### config.mk
export PLATFORM = sky130hd
export DESIGN_NAME = prt_merge_tracker
export DESIGN_NICKNAME = d
export VERILOG_FILES = /design/src/rtl/prt_pkg.sv /design/src/rtl/prt_decode.sv /design/src/rtl/prt_pick.sv /design/src/rtl/prt_dirty.sv /design/src/rtl/prt_merge_tracker.sv
export SDC_FILE = /design/constraint.sdc
export NUM_CORES = 1
export LEC_CHECK = 0
export ABC_AREA = 1
export BUFFER_PORTS_ARGS = -buffer_cell sky130_fd_sc_hd__buf_2
export CORE_MARGIN = 2
export CORE_UTILIZATION = 53
export DETAILED_ROUTE_END_ITERATION = 7
export GPL_ROUTABILITY_DRIVEN = 0
export HOLD_SLACK_MARGIN = 0.05
export PLACE_DENSITY_LB_ADDON = 0.3
export RECOVER_POWER = 50
export SETUP_SLACK_MARGIN = 0.05
export SYNTH_ARGS = -nofsm -noshare
export SYNTH_HDL_FRONTEND = slang
export SYNTH_SLANG_ARGS = --single-unit
### constraint.sdc
create_clock -name clk -period 1.98 [get_ports clk]
set_input_delay 0.099 -clock clk [delete_from_list [all_inputs] [get_ports clk]]
set_output_delay 0.099 -clock clk [all_outputs]
set_load 0.02 [all_outputs]
### src/rtl/prt_pkg.sv
package prt_pkg;
  localparam int SLW = 3;
  typedef enum logic [SLW-1:0] {
    SL_LO8 = 3'd0,
    SL_HI8 = 3'd1,
    SL_W16 = 3'd2,
    SL_W32 = 3'd3,
    SL_W64 = 3'd4
  } slice_e;
endpackage

### src/rtl/prt_decode.sv
module prt_decode
  import prt_pkg::*;
#(
  parameter int NREG = 4,
  parameter int NSRC = 2,
  localparam int RW = $clog2(NREG)
) (
  input  logic              dst_vld,
  input  logic [RW-1:0]     dst_reg,
  input  logic [SLW-1:0]    dst_slice,
  input  logic              dst_rd,
  input  logic [NSRC-1:0]   src_vld,
  input  logic [NSRC*RW-1:0]  src_reg,
  input  logic [NSRC*SLW-1:0] src_slice,
  output logic [NREG-1:0]   rd_wide,
  output logic [NREG-1:0]   rd_hi,
  output logic [NREG-1:0]   wr_hi,
  output logic [NREG-1:0]   wr_w16,
  output logic [NREG-1:0]   wr_full
);
  logic dst_is_wide;
  assign dst_is_wide = dst_slice >= SLW'(SL_W16);

  for (genvar r = 0; r < NREG; r++) begin : g_reg
    logic src_w, src_h, dhit;
    always_comb begin
      src_w = 1'b0;
      src_h = 1'b0;
      for (int s = 0; s < NSRC; s++) begin
        if (src_vld[s] && src_reg[s*RW +: RW] == RW'(r)) begin
          if (src_slice[s*SLW +: SLW] >= SLW'(SL_W16)) src_w = 1'b1;
          else if (src_slice[s*SLW +: SLW] == SLW'(SL_HI8)) src_h = 1'b1;
        end
      end
    end
    assign dhit       = dst_vld && dst_reg == RW'(r);
    assign rd_wide[r] = src_w | (dhit & dst_rd & dst_is_wide);
    assign rd_hi[r]   = src_h | (dhit & dst_rd & (dst_slice == SLW'(SL_HI8)));
    assign wr_hi[r]   = dhit & (dst_slice == SLW'(SL_HI8));
    assign wr_w16[r]  = dhit & (dst_slice == SLW'(SL_W16));
    assign wr_full[r] = dhit & ((dst_slice == SLW'(SL_W32)) | (dst_slice == SLW'(SL_W64)));
  end
endmodule

### src/rtl/prt_pick.sv
module prt_pick #(
  parameter int N = 4,
  localparam int IW = (N > 1) ? $clog2(N) : 1
) (
  input  logic [N-1:0]  req,
  output logic          found,
  output logic [IW-1:0] idx
);
  always_comb begin
    found = 1'b0;
    idx   = '0;
    for (int i = N - 1; i >= 0; i--) begin
      if (req[i]) begin
        found = 1'b1;
        idx   = IW'(i);
      end
    end
  end
endmodule

### src/rtl/prt_dirty.sv
module prt_dirty #(
  parameter int NREG = 4,
  localparam int RW = $clog2(NREG)
) (
  input  logic            clk,
  input  logic            rst,
  input  logic            flush,
  input  logic            mrg_en,
  input  logic [RW-1:0]   mrg_idx,
  input  logic            upd_en,
  input  logic [NREG-1:0] set_vec,
  input  logic [NREG-1:0] clr_vec,
  output logic [NREG-1:0] dirty_q
);
  always_ff @(posedge clk) begin
    if (rst || flush) begin
      dirty_q <= '0;
    end else if (mrg_en) begin
      dirty_q[mrg_idx] <= 1'b0;
    end else if (upd_en) begin
      dirty_q <= (dirty_q & ~clr_vec) | set_vec;
    end
  end
endmodule

### src/rtl/prt_merge_tracker.sv
module prt_merge_tracker
  import prt_pkg::*;
#(
  parameter int NREG = 4,
  parameter int NSRC = 2,
  localparam int RW = $clog2(NREG)
) (
  input  logic                  clk,
  input  logic                  rst,
  input  logic                  flush,
  input  logic                  in_valid,
  output logic                  in_ready,
  input  logic                  dst_vld,
  input  logic [RW-1:0]         dst_reg,
  input  logic [2:0]            dst_slice,
  input  logic                  dst_rd,
  input  logic [NSRC-1:0]       src_vld,
  input  logic [NSRC*RW-1:0]    src_reg,
  input  logic [NSRC*3-1:0]     src_slice,
  output logic                  iss_vld,
  output logic                  merge_vld,
  output logic [RW-1:0]         merge_reg,
  output logic                  extra_lat,
  output logic [NREG-1:0]       dirty
);
  logic [NREG-1:0] rd_wide, rd_hi, wr_hi, wr_w16, wr_full, need;
  logic            m_found, accept, do_merge, ext_nxt;
  logic [RW-1:0]   m_idx;

  prt_decode #(.NREG(NREG), .NSRC(NSRC)) u_dec (
    .dst_vld(dst_vld), .dst_reg(dst_reg), .dst_slice(dst_slice), .dst_rd(dst_rd),
    .src_vld(src_vld), .src_reg(src_reg), .src_slice(src_slice),
    .rd_wide(rd_wide), .rd_hi(rd_hi), .wr_hi(wr_hi), .wr_w16(wr_w16), .wr_full(wr_full)
  );

  assign need = dirty & (rd_wide | wr_w16) & {NREG{in_valid}};

  prt_pick #(.N(NREG)) u_pick (.req(need), .found(m_found), .idx(m_idx));

  assign in_ready = ~flush & ~m_found;
  assign accept   = in_valid & in_ready;
  assign do_merge = ~flush & m_found;
  assign ext_nxt  = |(rd_hi & ~dirty);

  prt_dirty #(.NREG(NREG)) u_dirty (
    .clk(clk), .rst(rst), .flush(flush),
    .mrg_en(do_merge), .mrg_idx(m_idx),
    .upd_en(accept), .set_vec(wr_hi), .clr_vec(wr_w16 | wr_full),
    .dirty_q(dirty)
  );

  always_ff @(posedge clk) begin
    if (rst) begin
      iss_vld   <= 1'b0;
      merge_vld <= 1'b0;
      merge_reg <= '0;
      extra_lat <= 1'b0;
    end else begin
      iss_vld   <= accept;
      merge_vld <= do_merge;
      merge_reg <= do_merge ? m_idx : '0;
      extra_lat <= accept & ext_nxt;
    end
  end
endmodule

* Yosys cells after proc, flatten, opt, wreduce, memory -nomap -nowiden
Cells that the tools add are included.
Storage, ports and cells: logic and storage cells 139, output and inout port bits 10, bits in registers 9
Cells by class: bitwise operators 51, $lt $le $gt $ge 5, reductions and logical operators 20, equality and inequality tests 15, mux-type cells 43
Operator list (count):
- $mux W1 | 36
- $and A1 B1 Y1 | 28
- $and A4 B4 Y4 | 5
- $logic_and A1 B1 Y1 | 13
- $eq A2 B2 Y1 const B | 6
- $not A4 Y4 | 3
- $or A4 B4 Y4 | 3
- $eq A3 B1 Y1 const B | 3
- $ge A3 B2 Y1 const B | 3
- $or A1 B1 Y1 | 9
- $mux W2 | 4
- $mux W4 | 2
- $eq A2 B1 Y1 const B | 3
- $eq A3 B2 Y1 const B | 2
- $logic_not A2 Y1 | 3
- $reduce_or A4 Y1 | 1
- $eq A3 B3 Y1 const B | 1
- $lt A2 B3 Y1 const B | 1
- $not A1 Y1 | 3
- $demux W1 S2 | 1
- $ge A2 B1 Y1 const B | 1
- $reduce_bool A2 Y1 | 1
- $reduce_or A2 Y1 | 1
- $logic_or A1 B1 Y1 | 1

* Logic depth before layout (Yosys ltp)
depth in word-level cells 20, mapped depth 12

* Hierarchy
Synthesis repeated with hierarchy kept, for this count alone.
Second synthesis, totals: cells, all modules 169, area, all modules 889.6 µm²
Modules (own cells, without submodules):
- prt_decode | instances 1, cells an instance 86, sequential area each 0.0 µm², area an instance 372.9 µm²
- prt_merge_tracker | instances 1, cells an instance 44, sequential area each 100.1 µm², area an instance 275.3 µm²
- prt_dirty | instances 1, cells an instance 31, sequential area each 80.1 µm², area an instance 205.2 µm²
- prt_pick | instances 1, cells an instance 8, sequential area each 0.0 µm², area an instance 36.3 µm²

* Worst setup path before layout
Ideal clock, no wire load.
path kind input-to-output, start input src_slice[2], end output in_ready, arrival time 1.157 ns, stages 6, setup slack 0.724 ns, data required time 1.881 ns, path buffers 0, cell sequence or2_4 nand4_1 nand3_2 nand2_2 nand2_4 nor3_1
On the way: word-level cells in the longest chain between the ends 15, elaborated cells between the ends (all ways) 27, those cells by class order compare: 1; mux: 17; bitwise: 9
Ends and longest elaborated chain:
- start: declaration | RTL line prt_merge_tracker.sv:19 | input logic [NSRC*3-1:0] src_slice,
- $ge A3 B2 Y1 (*) | RTL line prt_decode.sv:31 | if (src_slice[s*SLW +: SLW] >= SLW'(SL_W16)) src_w = 1'b1;
- $mux W1 (*) | RTL line prt_decode.sv:31
- $mux W1 | RTL line prt_decode.sv:30 | if (src_vld[s] && src_reg[s*RW +: RW] == RW'(r)) begin
- $mux W1 | RTL line prt_decode.sv:31
- $mux W1 | RTL line prt_decode.sv:30
- $or A1 B1 Y1 | RTL line prt_decode.sv:37 | assign rd_wide[r] = src_w | (dhit & dst_rd & dst_is_wide);
- $or A4 B4 Y4 (*) | RTL line prt_merge_tracker.sv:36 | assign need = dirty & (rd_wide | wr_w16) & {NREG{in_valid}};
- $and A4 B4 Y4 (*) (2 in a row) | RTL line prt_merge_tracker.sv:36
- $mux W1 (3 in a row) | RTL line prt_pick.sv:13 | if (req[i]) begin
- $mux W1 (*) | RTL line prt_pick.sv:13
- $not A1 Y1 (*) | RTL line prt_merge_tracker.sv:40 | assign in_ready = ~flush & ~m_found;
- $and A1 B1 Y1 (*) | RTL line prt_merge_tracker.sv:40
- end: declaration | RTL line prt_merge_tracker.sv:12 | output logic in_ready,
Mark *: on every way between the ends. The rest lies on a longest branch, timed or not.

* Worst setup path in the final report
start register u_dirty.dirty_q[3], end output in_ready
On the way: word-level cells in the longest chain between the ends 8
Ends and longest elaborated chain:
- start: declaration | RTL line prt_dirty.sv:13 | output logic [NREG-1:0] dirty_q
- start signal: assignment | RTL line prt_dirty.sv:21 | dirty_q <= (dirty_q & ~clr_vec) | set_vec;
- $and A4 B4 Y4 (2 in a row) | RTL line prt_merge_tracker.sv:36
- $mux W1 (4 in a row) | RTL line prt_pick.sv:13
- $not A1 Y1 | RTL line prt_merge_tracker.sv:40
- $and A1 B1 Y1 | RTL line prt_merge_tracker.sv:40
Every way passes these cells.

==> results.cfg <==
[grt]
grt_first_pass_wirelength_um = 3660
grt.busiest_layer = met2
grt_max_degree = 11
grtUsageTotal_pct = 24.2
grt_pass1_vias = 955
grt_overflow_total = 0
grt_util_met3_pct = 9.02
grt_util_met2_pct = 38.6
use_met1_pct = 29.8
antenna_found_initial = 0

[clock_tree]
hold_buffers = 1
cts_tree = yes
clkTransAtPathRegs_ns = 0.06
cts_htree_levels = 1
clock-root-buffer = clkbuf_4
insertion_delay_ns = 0.27
cts_sinks = 9
cts_resized = 0
clock_path_buffers = 2
post-cts-setup-buffers = 0
numCtsBuffers = 3

[synth]
syn-mean-instance-area_um2 = 6.24
synth_area_um2 = 967
syn-num-nets = 178
yosysWarnings = 0
netlist_instances = 155
ys_types = 25
yosysSeqAreaShare_pct = 18.6
synth_seq_cells = 9

[final_layout]
largest_reg_flops = 4
syn2layout_area_growth_pct = 21.5
drive_gt1_share_pct = 28.4
instances_no_fill = 215
n_antenna_cell = 0
final_nets = 214

[placed_design]
port_buffers = 32
place_inst = 210
dp_hpwl_um = 2010

[timing]
fmax_mhz = 742
hold_viol_final = 0
finClkSkew_ns = 0.0116
final_max_slew_viol_count = 0
final.setup.tns_ns = 0
setup_viol = 0
rsz0062_at_grt = no
worst_slew_pin_slew_ns = 0.414
finalCritPeriodShare_pct = 68.1
relSlewSlack_pct = 72.2
final.min_clock_period_ns = 1.35

[worst_setup_path]
critPathArrivalTime_ns = 1.25
crit_type = reg2out
worstPathMaxFanout = 5
cp.required_ns = 1.88
critPathLaunchType = register
cp-end-kind = output port

[power_and_ir_drop]
leakagePower_nw = 0.628
ir_drop_mv = 0.335
p_per_area_nw_per_um2 = 402
power.total_mw = 0.472

[route]
ant_nets = 0
wl_um = 2490
drc_errors = 0
vias = 1170
via_per_inst = 5.44
drt_iter0_markers = 43
dr.pass1.iters = 5
wl_per_cell_um = 11.6

[floorplan]
die_area_um2 = 2180
die_w_um = 46.7
fp.dieH_um = 46.7
row_count = 15
core_um2 = 1730
start_util_pct = 56.0
io_pins = 33

[outcome]
outcome = complete, no violations

[worst_hold_path]
hold_class = in2reg

[run]
maxCapViolations = 0
worst paths after layout:
kind,startpoint,end,slack [ns],depth (start not counted)
worst max register to register,u_dirty.dirty_q[1]$_SDFFE_PP0P_,u_dirty.dirty_q[3]$_SDFFE_PP0P_,0.81,9
worst min-delay path,in_valid,extra_lat$_SDFF_PP0_,0.20,3
worst min register to register,u_dirty.dirty_q[2]$_SDFFE_PP0P_,u_dirty.dirty_q[2]$_SDFFE_PP0P_,0.52,2
worst max-delay path,u_dirty.dirty_q[3]$_SDFFE_PP0P_,in_ready,0.63,6
stage by stage:
step	hold WS (ns)	utilization [%]	cell area (µm²)	setup WS, ns
finish	0.199	68.0	1170	0.633
global route	0.209	68.0	1170	0.547
CTS	0.188	68.7	1190	0.640
detailed placement	0.299	66.6	1150	0.569
global placement	0.303	66.6	1150	0.638
floorplan	0.169	-	967	0.724
cells in the final DEF (no fill, tap or decap), types with 5 or more instances in the layout:
master and instances:
a21oi_1 5, clkbuf_1 10, nand4_1 9, buf_2 23, nor2_2 5, nand3_1 19, inv_1 27, nor2_1 14
o21ai_0 5, nand2_1 25, nand3_2 8, dfxtp_1 9
logic make-up (layout without fill, tap and decap cells):
family | count (synthesis) | in the layout | synth area share, %
AO/OA/AOI/OAI | 17 | 17 | 10.5
buffers and inverters | 33 | 68 | 12.9
flip-flops | 9 | 9 | 18.6
AND/OR/NAND/NOR | 96 | 96 | 58.0
synth_stat cells, drive strengths merged:
library cell,count,area [µm²]
o211ai,4,30.0
nand2,31,151
buf,1,5.00
nor2,21,115
or2,1,8.76
nand3,28,193
nand4,9,56.3
a21oi,5,25.0
clkbuf,1,3.75
nor3,5,30.0
dfxtp,9,180
o22ai,1,6.26
a22oi,2,15.0
o21ai,5,25.0
inv,31,116
and3,1,6.26
critical path, cell delays in order, from the launching register on:
cell and delay (ns):
dfxtp_1 0.35, nand2_1 0.07, inv_1 0.05, nand2_2 0.08
nand2_4 0.07, nor3_1 0.16, buf_2 0.19
report_power, final:
| part | switching, mW | internal [mW] | total [mW] |
|---|---|---|---|
| Sequential | 0.00262 | 0.184 | 0.187 |
| Clock | 0.0665 | 0.0778 | 0.144 |
| Combinational | 0.0897 | 0.0510 | 0.141 |
| Total | 0.159 | 0.313 | 0.472 |
area by class of cell:
| type | count | area [µm²] |
|---|---|---|
| fillers | 170 | 552 |
| inverters | 31 | 116 |
| well taps | 25 | 31.3 |
| multi-input cells | 113 | 662 |
| clock buffers | 4 | 26.3 |
| repair buffers | 33 | 159 |
| flip-flops and latches | 9 | 180 |
routing by layer:
layer / part of all wire (%) / vias up
met2: 48 / 54
met5: 0 / -
met1: 42 / 528
met4: 0.84 / 0
met3: 8.3 / 4
li1: - / 584
(Power assumes the default switching activity.)
